--- src/rtl/cfa_pkg.sv ---
package cfa_pkg;
  localparam int ACT_W      = 32;
  localparam int MAP_W      = 9;
  localparam int PHYS_W     = MAP_W + 1;
  localparam int SKIP_PORT  = 6;
  localparam int TC_W       = 3;
  localparam int ID_W       = 8;
  localparam int MODE_W     = 2;
  localparam int DST_LSB    = 14;
  localparam int MODE_LSB   = 24;
  localparam int TC_LSB     = 10;
  localparam int TC_CHG_BIT = 13;
  localparam int ID_LSB     = 20;

  typedef enum logic [MODE_W-1:0] {
    FWD_KEEP    = 2'd0,
    FWD_REMOVE  = 2'd1,
    FWD_REPLACE = 2'd2,
    FWD_ADD     = 2'd3
  } fwdMode_e;

  typedef struct packed {
    fwdMode_e         fwdMode;
    logic             tcChg;
    logic [TC_W-1:0]  newTc;
    logic [MAP_W-1:0] dstMap;
    logic [ID_W-1:0]  chainId;
  } actStrobe_t;
endpackage

--- src/rtl/cfa_ctrl.sv ---
module cfa_ctrl
  import cfa_pkg::*;
(
  input  logic             hitFlag,
  input  logic [ACT_W-1:0] actWord0,
  input  logic [ACT_W-1:0] actWord1,
  output actStrobe_t       strobe
);
  // bits of the action words that this block does not act on
  logic unusedBits;
  assign unusedBits = ^{actWord0[TC_LSB-1:0], actWord0[DST_LSB+MAP_W],
                        actWord0[ACT_W-1:MODE_LSB+MODE_W],
                        actWord1[ID_LSB-1:0], actWord1[ACT_W-1:ID_LSB+ID_W]};

  // a miss turns the strobe set into a neutral pass-through
  always_comb begin
    strobe         = '0;
    strobe.fwdMode = FWD_KEEP;
    if (hitFlag) begin
      strobe.fwdMode = fwdMode_e'(actWord0[MODE_LSB +: MODE_W]);
      strobe.tcChg   = actWord0[TC_CHG_BIT];
      strobe.newTc   = actWord0[TC_LSB +: TC_W];
      strobe.dstMap  = actWord0[DST_LSB +: MAP_W];
      strobe.chainId = actWord1[ID_LSB +: ID_W];
    end
  end
endmodule

--- src/rtl/cfa_datapath.sv ---
module cfa_datapath
  import cfa_pkg::*;
(
  input  logic              clk,
  input  logic              rst_n,
  input  logic [PHYS_W-1:0] learnMap,
  input  logic [TC_W-1:0]   frameTc,
  input  actStrobe_t        strobe,
  output logic [PHYS_W-1:0] outMap,
  output logic [TC_W-1:0]   outTc,
  output logic [ID_W-1:0]   outClassId
);
  logic [PHYS_W-1:0] expMap;
  logic [PHYS_W-1:0] nextMap;

  // spread the compressed action map over physical ports, leaving a hole
  for (genvar p = 0; p < PHYS_W; p++) begin : g_expand
    if (p < SKIP_PORT) begin : g_low
      assign expMap[p] = strobe.dstMap[p];
    end else if (p == SKIP_PORT) begin : g_hole
      assign expMap[p] = 1'b0;
    end else begin : g_high
      assign expMap[p] = strobe.dstMap[p-1];
    end
  end

  always_comb begin
    unique case (strobe.fwdMode)
      FWD_REMOVE:  nextMap = learnMap & ~expMap;
      FWD_REPLACE: nextMap = expMap;
      FWD_ADD:     nextMap = learnMap | expMap;
      default:     nextMap = learnMap;
    endcase
  end

  always_ff @(posedge clk or negedge rst_n) begin
    if (!rst_n) begin
      outMap     <= '0;
      outTc      <= '0;
      outClassId <= '0;
    end else begin
      outMap     <= nextMap;
      outTc      <= strobe.tcChg ? strobe.newTc : frameTc;
      outClassId <= strobe.chainId;
    end
  end

  AST_REMOVE_SUBSET: assert property (@(posedge clk) disable iff (!rst_n)
    (strobe.fwdMode == FWD_REMOVE) |=> ((outMap & ~$past(learnMap)) == '0));
  AST_REPLACE_HOLE: assert property (@(posedge clk) disable iff (!rst_n)
    (strobe.fwdMode == FWD_REPLACE) |=> !outMap[SKIP_PORT]);
  AST_ADD_SUPERSET: assert property (@(posedge clk) disable iff (!rst_n)
    (strobe.fwdMode == FWD_ADD) |=> ((outMap & $past(learnMap)) == $past(learnMap)));
endmodule

--- src/rtl/cfa_action_modifier.sv ---
module cfa_action_modifier
  import cfa_pkg::*;
(
  input  logic              clk,
  input  logic              rst_n,
  input  logic              hitFlag,
  input  logic [PHYS_W-1:0] learnMap,
  input  logic [TC_W-1:0]   frameTc,
  input  logic [ACT_W-1:0]  actWord0,
  input  logic [ACT_W-1:0]  actWord1,
  output logic [PHYS_W-1:0] outMap,
  output logic [TC_W-1:0]   outTc,
  output logic [ID_W-1:0]   outClassId
);
  actStrobe_t strobe;

  cfa_ctrl i_ctrl (
    .hitFlag  (hitFlag),
    .actWord0 (actWord0),
    .actWord1 (actWord1),
    .strobe   (strobe)
  );

  cfa_datapath i_datapath (
    .clk        (clk),
    .rst_n      (rst_n),
    .learnMap   (learnMap),
    .frameTc    (frameTc),
    .strobe     (strobe),
    .outMap     (outMap),
    .outTc      (outTc),
    .outClassId (outClassId)
  );

  AST_MISS_MAP_PASS: assert property (@(posedge clk) disable iff (!rst_n)
    !hitFlag |=> (outMap == $past(learnMap)));
  AST_MISS_ID_ZERO: assert property (@(posedge clk) disable iff (!rst_n)
    !hitFlag |=> (outClassId == '0));
  AST_TC_KEEP: assert property (@(posedge clk) disable iff (!rst_n)
    (!hitFlag || !actWord0[TC_CHG_BIT]) |=> (outTc == $past(frameTc)));
endmodule

--- config.mk ---
export PLATFORM = sky130hd
export DESIGN_NAME = cfa_action_modifier
export DESIGN_NICKNAME = d
export VERILOG_FILES = /design/src/rtl/cfa_pkg.sv /design/src/rtl/cfa_ctrl.sv /design/src/rtl/cfa_datapath.sv /design/src/rtl/cfa_action_modifier.sv
export SDC_FILE = /design/constraint.sdc
export NUM_CORES = 1
export LEC_CHECK = 0
export BUFFER_PORTS_ARGS = -buffer_cell sky130_fd_sc_hd__buf_2
export CAP_MARGIN = 10
export CORE_ASPECT_RATIO = 1.5
export CORE_MARGIN = 1
export CORE_UTILIZATION = 34
export DETAILED_ROUTE_END_ITERATION = 12
export PLACE_DENSITY_LB_ADDON = 0.15
export SLEW_MARGIN = 20
export SYNTH_ARGS = -nofsm -noshare
export SYNTH_HDL_FRONTEND = slang
export SYNTH_SLANG_ARGS = --single-unit
--- constraint.sdc ---
create_clock -name clk -period 0.8 [get_ports clk]
set_input_delay 0.04 -clock clk [delete_from_list [all_inputs] [get_ports clk]]
set_output_delay 0.04 -clock clk [all_outputs]
set_load 0.05 [all_outputs]
-- Word-level counts from Yosys, hierarchy flattened
Cells that the tools add are included.
- flip-flop bits (word level): 21
- output and inout bits: 21
- word-level logic and storage cells: 12
- equal/unequal tests: 3
- mux-type cells: 3
- bitwise gates (word level): 3
- operators by type and width (kind ; number):
    one-hot mux 10 bit (3 select lines) ; 1
    two-way mux 23 bit ; 1
    bitwise AND 10 bit ; 1
    NOT 10 bit ; 1
    bitwise OR 10 bit ; 1
    == test 2 bit (second input constant) ; 2
    two-way mux 3 bit ; 1
    == test 2 x 1 -> 1 bit (second input constant) ; 1

-- Longest topological paths before layout
Gate-level depths: netlist of the first run.
- depth in word-level cells: 4
- mapped depth: 5
- mapped depth without buffers: 3

-- Cells and area by module
Synthesis of the first run repeated with hierarchy kept, for this count alone.
- cells, all modules: 75
- area, all modules: 959.7 um^2
- by module, submodules not included (module ; times used ; cells each ; area an instance (um^2) ; seq. area each (um^2)):
    cfa_datapath ; 1 ; 50 ; 772.0 ; 525.5
    cfa_ctrl ; 1 ; 25 ; 187.7 ; 0.0

-- Worst setup path before layout of the first run
No wires, ideal clock.
- path type: input port to flip-flop
- start: input hitFlag
- end: register i_datapath.outTc[0]
- setup time: 0.125 ns
- arrival: 0.538 ns
- data required time: 0.675 ns
- slack: 0.137 ns
- stages: 3
- cells stage by stage: buf_6 -> nand2_4 -> mux2_2
- word-level cells in the longest chain between the ends: 2
- ends and longest elaborated chain (element ; RTL line ; source):
    from (decl) ; cfa_action_modifier.sv:6 ; input logic hitFlag,
    two-way mux 23 bit ; cfa_ctrl.sv:19 ; if (hitFlag) begin
    two-way mux 3 bit ; cfa_datapath.sv:43 ; outTc <= strobe.tcChg ? strobe.newTc : frameTc;
    to (signal assigned) ; cfa_datapath.sv:43 ;
    to (decl) ; cfa_datapath.sv:10 ; output logic [TC_W-1:0] outTc,
Every way passes these cells.

-- Worst setup path in the final report of the first run
- start: register i_datapath.outMap[1]
- end: output outMap[1]
- RTL lines (element ; RTL line ; source):
    from (decl) ; cfa_datapath.sv:9 ; output logic [PHYS_W-1:0] outMap,
    from (signal assigned) ; cfa_datapath.sv:42 ; outMap <= nextMap;
    to (decl) ; cfa_action_modifier.sv:11 ; output logic [PHYS_W-1:0] outMap,
No word-level cell between the ends.

==> results of run 1 <==
[report_power, final]
| part | leakage (nW) | switching (W) | total [W] | internal, W |
|---|---|---|---|---|
| registers | 0.259 | 0.0000356 | 0.00117 | 0.00114 |
| clock network | 0.0228 | 0.000314 | 0.000667 | 0.000354 |
| logic | 0.460 | 0.000472 | 0.000796 | 0.000324 |
| total | 0.741 | 0.000821 | 0.00264 | 0.00182 |
[metrics by stage]
stage               cell area [um2]  TNS, ps
finish                         1520     -414
global route                   1520    -1040
floorplan                       955        0
CTS                            1520     -573
global placement               1290     -380
detailed placement             1290     -678
[per-layer routing]
metal,vias up,track usage [%],wire length [um]
li1,428,-,-
met1,402,19.2,898
met2,40,26.8,1160
met3,2,1.90,123
met4,0,7.95,18
met5,-,0,0
[cell families after synthesis]
logic type | Yosys count
flops | 21
compound gates | 18
mux | 3
buf+inv | 5
simple gates | 38
[path summary, 6_finish.rpt]
kind                                                start                                 end  slack, ps  cells after the start
max in group asynchronous                           rst_n  i_datapath.outClassId[3]$_DFF_PN0_        210                      2
min                                          actWord1[27]  i_datapath.outClassId[7]$_DFF_PN0_          7                      2
max                        i_datapath.outMap[1]$_DFF_PN0_                           outMap[1]        -30                      1
min in group asynchronous                           rst_n  i_datapath.outClassId[2]$_DFF_PN0_        280                      2
[cell usage after synthesis, drive strengths merged]
library cell,count
dfrtp,21
a21oi,18
and2,9
nand3,9
nor2,9
nor3,9
buf,5
mux2,3
nand2,1
nand3b,1
[sequential cells by signal, indices dropped and copies added (netlist names)]
name,flops
i_datapath.outTc,3
i_datapath.outClassId,8
i_datapath.outMap,10
[what timing repair did]
item,in CTS,in global routing
endpoints found under the hold margin,25,0
setup endpoints to repair,21,21
buffers inserted,0,0
hold buffers,5,0
pin swaps,0,0
gates resized for setup,42,0
[cell type report]
class | count | share of cell area (%)
Clock buffer | 4 | 2.96
Timing Repair Buffer | 69 | 34.7
Tap cell | 37 | 3.05
Sequential cell | 21 | 34.6
Multi-Input combinational cell | 59 | 24.8
==> results.sh, run 1 <==
export IMPL_drc=0
export IMPL_initial_core_util_pct=35.7
export IMPL_fin_ws_ps=-33.3
export IMPL_cp_end_kind="output port"
export IMPL_rsz0062_at_grt="true"
export IMPL_n_antenna_cell=0
export IMPL_row_count=23
export IMPL_synthAdderAreaFrac_pct=0
export IMPL_wirelength_mm=2.20
export IMPL_total_power_w=0.00264
export IMPL_synthCells=85
export IMPL_area_delta_synth_final_pct=59.2
export IMPL_path_buf_inv=1
export IMPL_cpPeakStageDelay_ps=390
export IMPL_fin_cells=190
export IMPL_cp_slowest_cell="dfrtp_1"
export IMPL_synth_simple_area_share_pct=25.3
export IMPL_syn_area_per_cell_um2=11.2
export IMPL_dieWidth_um=45.3
export IMPL_timing_hold_ws_ps=7.18
export IMPL_period_minus_slack_ps=833
export IMPL_fin_util_pct=56.8
export IMPL_crit_chain="buf_6"
export IMPL_cellPowerDensity_mw_per_mm2=1730
export IMPL_yosysTopAreaCellShare_pct=55.0
export IMPL_worst_slew_pin_slew_ps=458
export IMPL_ys_ff_latch=21
export IMPL_final_cell_mix="38 x buf_2, 21 x dfrtp_1, 21 x buf_6"
export IMPL_max_freq_mhz=1200
export IMPL_synth_compound_area_share_pct=10.6
export IMPL_routabilityCongestion=0.659
export IMPL_status="finished with violations"
export IMPL_port_buffers=59
export IMPL_nets=234
export IMPL_clockBufferDepth=2
export IMPL_pre_cts_ws_ps=-91.3
export IMPL_clk_pin_slew_ps=70
export IMPL_crit_type="register to output port"
export IMPL_multi_input_area_um2=377
export IMPL_drv_slew=0
export IMPL_arrival_ps=790
export IMPL_failed_checks="setup timing"
export IMPL_leakage_nw=0.741
export IMPL_drive_gt1_share_pct=52.9
export IMPL_antenna_found_initial=0
export IMPL_synth_area_leaders="dfrtp_1 55%, a21oi_1 7.9%, and2_1 5.9%, nor2_1 3.5%, mux2_2 3.5%"
export IMPL_cts_buffers=3
export IMPL_grt_usage_pct=15.9
export IMPL_die_h_um=66.9
export IMPL_synthXorXnorAreaFrac_pct=0
export IMPL_cts_sinks=21
export IMPL_wl_per_cell_um=11.6
export IMPL_clockRootBuffer="clkbuf_8"
export IMPL_yosys_warnings=0
export IMPL_final_common_cell="buf_2"
export IMPL_hold_violations=0
export IMPL_path_max_fanout=1
export IMPL_synth_seq_area_share_pct=55.0
export IMPL_io_pins=101
export IMPL_grt_pass1_wl_mm=3.48
export IMPL_viasPerCell=4.59
export IMPL_dpl_cell_count=181
export IMPL_via_count=872
export IMPL_ir_drop_v=0.000982
export IMPL_synth_mux_area_share_pct=3.54
export IMPL_core_area_mm2=0.00268
export IMPL_finalSetupViolations=21
export IMPL_cts_htree_levels=1
export IMPL_synth_nets=165
export IMPL_first_global_vias=840
export IMPL_required_ps=760
export IMPL_first_iter_violations=10
export IMPL_grt_overflow_total=0
export IMPL_hold_path_class="input port to register"
export IMPL_crit_family="flip-flops"
export IMPL_yosysTopAreaCell="dfrtp_1"
export IMPL_dr_pass1_iters=3
export IMPL_cp_start_kind="register"
export IMPL_cts_tree="yes"
export IMPL_synth_top_family_by_area="simple AND/OR/NAND/NOR gates"
export IMPL_die_area_mm2=0.00303
export IMPL_seq_area_um2=526
export IMPL_finalCritPeriodShare_pct=104
export IMPL_grt_max_degree=22
export IMPL_syn_cell_area_um2=955
export IMPL_ys_types=15
export IMPL_relSlewSlack_pct=69.5
export IMPL_dp_hpwl_mm=1.64
export IMPL_timing_max_cap_violations=0
export IMPL_fillers=259
export IMPL_ant_nets=0
Power figures use the tool's default switching activity.
==> inputs of run 2 (changes only) <==
--- a/config.mk
+++ b/config.mk
@@ -6,10 +6,10 @@
 export NUM_CORES = 1
 export LEC_CHECK = 0
 export BUFFER_PORTS_ARGS = -buffer_cell sky130_fd_sc_hd__buf_2
-export CAP_MARGIN = 10
+export CAP_MARGIN = 20
 export CORE_ASPECT_RATIO = 1.5
 export CORE_MARGIN = 1
-export CORE_UTILIZATION = 34
+export CORE_UTILIZATION = 37
 export DETAILED_ROUTE_END_ITERATION = 12
 export PLACE_DENSITY_LB_ADDON = 0.15
 export SLEW_MARGIN = 20
==> constraint.sdc (replaced) <==
create_clock -name clk -period 1.01 [get_ports clk]
set_input_delay 0.0505 -clock clk [delete_from_list [all_inputs] [get_ports clk]]
set_output_delay 0.0505 -clock clk [all_outputs]
set_load 0.05 [all_outputs]
==> run 2 against run 1 <==
The flow finishes with violations (DRC). Core utilization grew 1.9 points. Setup slack gained 82 ps. Clock power shrank 41%. Critical path type unchanged. Highest routed layer unchanged.
==> results.sh, run 2 (same netlist as run 1, synthesis figures left out) <==
export IMPL_status="finished with violations"
export IMPL_failed_checks="DRC"
export IMPL_n_antenna_cell=0
export IMPL_relSlewSlack_pct=70.1
export IMPL_required_ps=960
export IMPL_leakage_nw=0.728
export IMPL_via_count=909
export IMPL_drc=10
export IMPL_dpl_instance_area_mm2=0.00124
export IMPL_fin_util_pct=58.7
export IMPL_initial_core_util_pct=39.0
export IMPL_ir_drop_v=0.000729
export IMPL_clockBufferDepth=2
export IMPL_port_buffers=59
export IMPL_path_max_fanout=1
export IMPL_first_global_vias=856
export IMPL_area_delta_synth_final_pct=50.6
export IMPL_io_pins=101
export IMPL_clk_pin_slew_ps=110
export IMPL_grt_max_degree=22
export IMPL_final_common_cell="buf_2"
export IMPL_fillers=223
export IMPL_die_area_mm2=0.00279
export IMPL_dieWidth_um=43.5
export IMPL_cpPeakStageDelay_ps=350
export IMPL_nets=242
export IMPL_cp_start_kind="register"
export IMPL_cts_tree="yes"
export IMPL_ant_nets=0
export IMPL_drv_slew=0
export IMPL_row_count=22
export IMPL_clockRootBuffer="clkbuf_4"
export IMPL_hold_violations=0
export IMPL_final_cell_mix="56 x buf_2, 21 x dfrtp_1, 16 x dlygate4sd3_1"
export IMPL_grt_overflow_total=0
export IMPL_crit_chain="buf_2"
export IMPL_max_freq_mhz=1040
export IMPL_largestRegisters="i_datapath.outMap x10, i_datapath.outClassId x8, i_datapath.outTc x3"
export IMPL_path_buf_inv=1
export IMPL_tns_ps=0
export IMPL_top_register="i_datapath.outMap"
export IMPL_cp_end_kind="output port"
export IMPL_arrival_ps=910
export IMPL_drive_gt1_share_pct=49.1
export IMPL_wl_per_cell_um=11.8
export IMPL_rsz0062_at_grt="false"
export IMPL_pre_cts_ws_ps=55.4
export IMPL_viasPerCell=4.91
export IMPL_grt_usage_pct=17.6
export IMPL_cts_buffers=3
export IMPL_core_area_mm2=0.00245
export IMPL_die_h_um=64.2
export IMPL_timing_max_cap_violations=0
export IMPL_dr_pass1_iters=8
export IMPL_cts_setup_buffers=0
export IMPL_worst_slew_pin_slew_ps=448
export IMPL_finalCritPeriodShare_pct=95.1
export IMPL_cellPowerDensity_mw_per_mm2=1310
export IMPL_hold_path_class="input port to register"
export IMPL_wirelength_mm=2.19
export IMPL_total_power_w=0.00189
export IMPL_cts_sinks=21
export IMPL_antenna_found_initial=0
export IMPL_fin_area_mm2=0.00144
export IMPL_fin_ws_ps=49.0
export IMPL_first_iter_violations=17
export IMPL_grt_pass1_wl_mm=3.59
export IMPL_routabilityCongestion=0.631
export IMPL_period_minus_slack_ps=961
export IMPL_cts_htree_levels=1
export IMPL_largest_register_ffs=10
export IMPL_cp_slowest_cell="dfrtp_1"
export IMPL_dp_hpwl_mm=1.54
export IMPL_crit_type="register to output port"
export IMPL_finalSetupViolations=0
export IMPL_crit_family="flip-flops"
[run 2: cell types whose count changed in the layout (fill, tap and decap cells not counted), sizes merged]
cell and delta:
buf -6, clkbuf +2, clkinv +1, dlygate4sd3 +11
[run 2: path summary, 6_finish.rpt]
check,start,end,slack (ps),cells after the start
worst max-delay path,i_datapath.outClassId[3]$_DFF_PN0_,outClassId[3],50,1
min in group asynchronous,rst_n,i_datapath.outClassId[7]$_DFF_PN0_,210,2
worst min-delay path,actWord0[14],i_datapath.outMap[0]$_DFF_PN0_,30,3
max in group asynchronous,rst_n,i_datapath.outMap[4]$_DFF_PN0_,480,2
[run 2: final cells by class]
cell class	instances	area, um2	area share (%)
flip-flops and latches	21	526	36.6
clock buffers	3	22.5	1.57
clock inverters	1	5.00	0.348
well taps	24	30.0	2.09
repair buffers	77	478	33.2
multi-input cells	59	377	26.2
[run 2: per-layer routing]
metal / up-vias / part of all wire [%] / GRT usage [%]
met2: 44 / 50 / 29.2
met4: 0 / 1.3 / 9.38
met5: - / 0 / 0
met1: 421 / 41 / 20.1
li1: 442 / - / -
met3: 2 / 7.6 / 4.52
[run 2: through the flow]
stage          hold WS, ps  cells
6_report              34.4    185
5_1_grt               6.75    185
4_1_cts               16.6    185
3_5_place_dp          31.2    165
3_3_place_gp          25.6    165
2_1_floorplan         -245     85
[run 2: what timing repair did]
action	4_1_cts	5_1_grt
endpoints found under the hold margin	33	0
endpoints found under the setup margin	0	3
hold buffers	16	0
gates resized for setup	0	3
[run 2: power breakdown]
group | total, W | switching [W] | internal, W
Combinational | 0.000578 | 0.000376 | 0.000201
Sequential | 0.000913 | 0.0000142 | 0.000899
Clock | 0.000395 | 0.000248 | 0.000147
Total | 0.00189 | 0.000639 | 0.00125
==> inputs of run 3 (changes only) <==
--- a/config.mk
+++ b/config.mk
@@ -15,4 +15,5 @@
 export SLEW_MARGIN = 20
 export SYNTH_ARGS = -nofsm -noshare
 export SYNTH_HDL_FRONTEND = slang
+export SYNTH_HIERARCHICAL = 1
 export SYNTH_SLANG_ARGS = --single-unit
==> run 3 against run 2 <==
Sequential power barely moved. Critical path type unchanged. Largest cell class is now buffers. Final cell count fell by 1.1%. The flow still finishes with violations (DRC). Routed wire length rose by 5.2%. Core utilization rose by 3.9 points. Non-clock buffer count rose by 7. Sequential share of layout area fell by 2.3 points. Setup slack improved by 1.1 ps. Highest routed layer unchanged.
==> results.sh, run 3 <==
export IMPL_yosysTopAreaCell="dfrtp_1"
export IMPL_wirelength_mm=2.30
export IMPL_grt_usage_pct=17.9
export IMPL_largest_register_ffs=10
export IMPL_clockBufferDepth=2
export IMPL_cellPowerDensity_mw_per_mm2=1250
export IMPL_wl_per_cell_um=12.6
export IMPL_first_iter_violations=21
export IMPL_netSwitchingPower_w=0.000624
export IMPL_cpPeakStageDelay_ps=360
export IMPL_area_delta_synth_final_pct=59.8
export IMPL_max_freq_mhz=1040
export IMPL_crit_type="register to output port"
export IMPL_finalSetupViolations=0
export IMPL_core_area_mm2=0.00245
export IMPL_nets=240
export IMPL_ys_top_cells_by_count="21 x dfrtp_1, 17 x and2_2, 8 x a22o_1, 8 x o21ai_2, 7 x and2_1"
export IMPL_critical_path_depth=1
export IMPL_die_h_um=64.4
export IMPL_dpl_instance_area_mm2=0.00127
export IMPL_final_common_cell="buf_2"
export IMPL_cts_buffers=3
export IMPL_leakage_nw=0.796
export IMPL_p_seq_share_pct=47.6
export IMPL_required_ps=960
export IMPL_cp_end_kind="output port"
export IMPL_viasPerCell=4.69
export IMPL_synth_area_leaders="dfrtp_1 55%, and2_2 13%, a22o_1 7.3%, o21ai_2 7.3%, and2_1 4.6%"
export IMPL_routabilityCongestion=0.684
export IMPL_synth_edf_count=0
export IMPL_ys_types=14
export IMPL_io_pins=101
export IMPL_row_count=22
export IMPL_final_cell_mix="52 x buf_2, 22 x dlygate4sd3_1, 21 x dfrtp_1"
export IMPL_ys_flop_type="dfrtp_1"
export IMPL_finalCritPeriodShare_pct=95.0
export IMPL_syn_area_per_cell_um2=12.8
export IMPL_internal_power_w=0.00130
export IMPL_hold_violations=0
export IMPL_path_buf_inv=1
export IMPL_via_count=858
export IMPL_dieWidth_um=43.6
export IMPL_cp_slowest_cell="dfrtp_1"
export IMPL_fin_area_mm2=0.00153
export IMPL_cp_start_kind="register"
export IMPL_relSlewSlack_pct=68.9
export IMPL_largestRegisters="i_datapath/outMap x10, i_datapath/outClassId x8, i_datapath/outTc x3"
export IMPL_drive_gt1_share_pct=60.4
export IMPL_power_frac_clock_pct=20.4
export IMPL_cts_setup_buffers=0
export IMPL_dr_pass1_iters=8
export IMPL_yosys_warnings=6
export IMPL_arrival_ps=910
export IMPL_ant_nets=0
export IMPL_clockRootBuffer="clkbuf_4"
export IMPL_crit_chain="buf_2"
export IMPL_grt_max_degree=22
export IMPL_drc=10
export IMPL_syn_cell_area_um2=960
export IMPL_hold_depth=3
export IMPL_synthCells=75
export IMPL_fin_util_pct=62.6
export IMPL_cts_sinks=21
export IMPL_cts_htree_levels=1
export IMPL_synthArstFlopShare_pct=100
export IMPL_dp_hpwl_mm=1.53
export IMPL_period_minus_slack_ps=960
export IMPL_antenna_found_initial=0
export IMPL_synth_most_common_cell="dfrtp_1"
export IMPL_crit_family="flip-flops"
export IMPL_worst_slew_pin_slew_ps=466
export IMPL_n_antenna_cell=0
export IMPL_initial_core_util_pct=39.2
export IMPL_hold_path_class="input port to register"
export IMPL_grt_overflow_total=0
export IMPL_port_buffers=59
export IMPL_seq_area_um2=526
export IMPL_top_register="i_datapath/outMap"
export IMPL_die_area_mm2=0.00281
export IMPL_dpl_cell_count=157
export IMPL_first_global_vias=845
export IMPL_rsz0062_at_grt="false"
export IMPL_failed_checks="DRC"
export IMPL_clk_pin_slew_ps=110
export IMPL_comb_power_share_pct=32.0
export IMPL_cts_tree="yes"
export IMPL_status="finished with violations"
export IMPL_synth_seq_area_share_pct=54.8
export IMPL_timing_max_cap_violations=0
export IMPL_drv_slew=0
export IMPL_path_max_fanout=1
export IMPL_p_sw_share_pct=32.5
export IMPL_ys_ff_latch=21
export IMPL_ir_drop_v=0.000682
export IMPL_fillers=212
export IMPL_yosysTopAreaCellShare_pct=54.8
export IMPL_multi_input_area_um2=378
export IMPL_timing_hold_ws_ps=94.3
export IMPL_synth_nets=155
export IMPL_fin_cells=183
export IMPL_grt_pass1_wl_mm=3.69
## run 3: worst paths after layout
path                                               startpoint                                  to  slack, ps
setup / recovery           i_datapath/outClassId[6]$_DFF_PN0_                       outClassId[6]         50
hold / removal                                   actWord0[12]       i_datapath/outTc[2]$_DFF_PN0_         90
max in group asynchronous                               rst_n      i_datapath/outMap[5]$_DFF_PN0_        450
min in group asynchronous                               rst_n  i_datapath/outClassId[1]$_DFF_PN0_        240
## run 3: what timing repair did
action                     CTS  global route
gates resized for setup      0             7
setup endpoints to repair    0             7
hold buffers                22             0
hold endpoints to repair    42             0
## run 3: kinds of logic after synthesis
family / share of synthesized area, %
and+or+nand+nor: 20.2
DFF: 54.8
AOI/OAI and AO/OA: 15.6
buffers and inverters: 5.87
muxes: 3.52
## run 3: area by class of cell
class | instances | area share, %
Tap cell | 24 | 1.96
Sequential cell | 21 | 34.3
Clock buffer | 3 | 1.47
Timing Repair Buffer | 84 | 36.2
Inverter | 1 | 1.14
Multi-Input combinational cell | 49 | 24.6
Clock inverter | 1 | 0.326
## run 3: per-layer routing
metal / share of wire [%] / vias up / track usage, %
met4: 1.0 / 0 / 8.20
met2: 53 / 41 / 32.5
met5: 0 / - / 0
met1: 40 / 393 / 19.1
li1: - / 422 / -
met3: 6.1 / 2 / 3.39
## run 3: metrics by stage
stage          TNS [ps]  total power [W]  worst slack, ps
4_1_cts               0          0.00195             8.00
3_3_place_gp       -590          0.00146            -81.6
6_report              0          0.00192             50.1
5_1_grt               0          0.00204             3.11
2_1_floorplan         0          0.00131              106
3_5_place_dp       -855          0.00147             -145
## run 3: power groups by stage
stage	clock network, W	registers [W]	logic [W]
after detailed placement	0	0.000931	0.000542
after floorplan	0	0.00115	0.000158
final	0.000391	0.000914	0.000615
after CTS	0.000426	0.000915	0.000607
after global routing	0.000466	0.000919	0.000655
after global placement	0	0.000929	0.000533
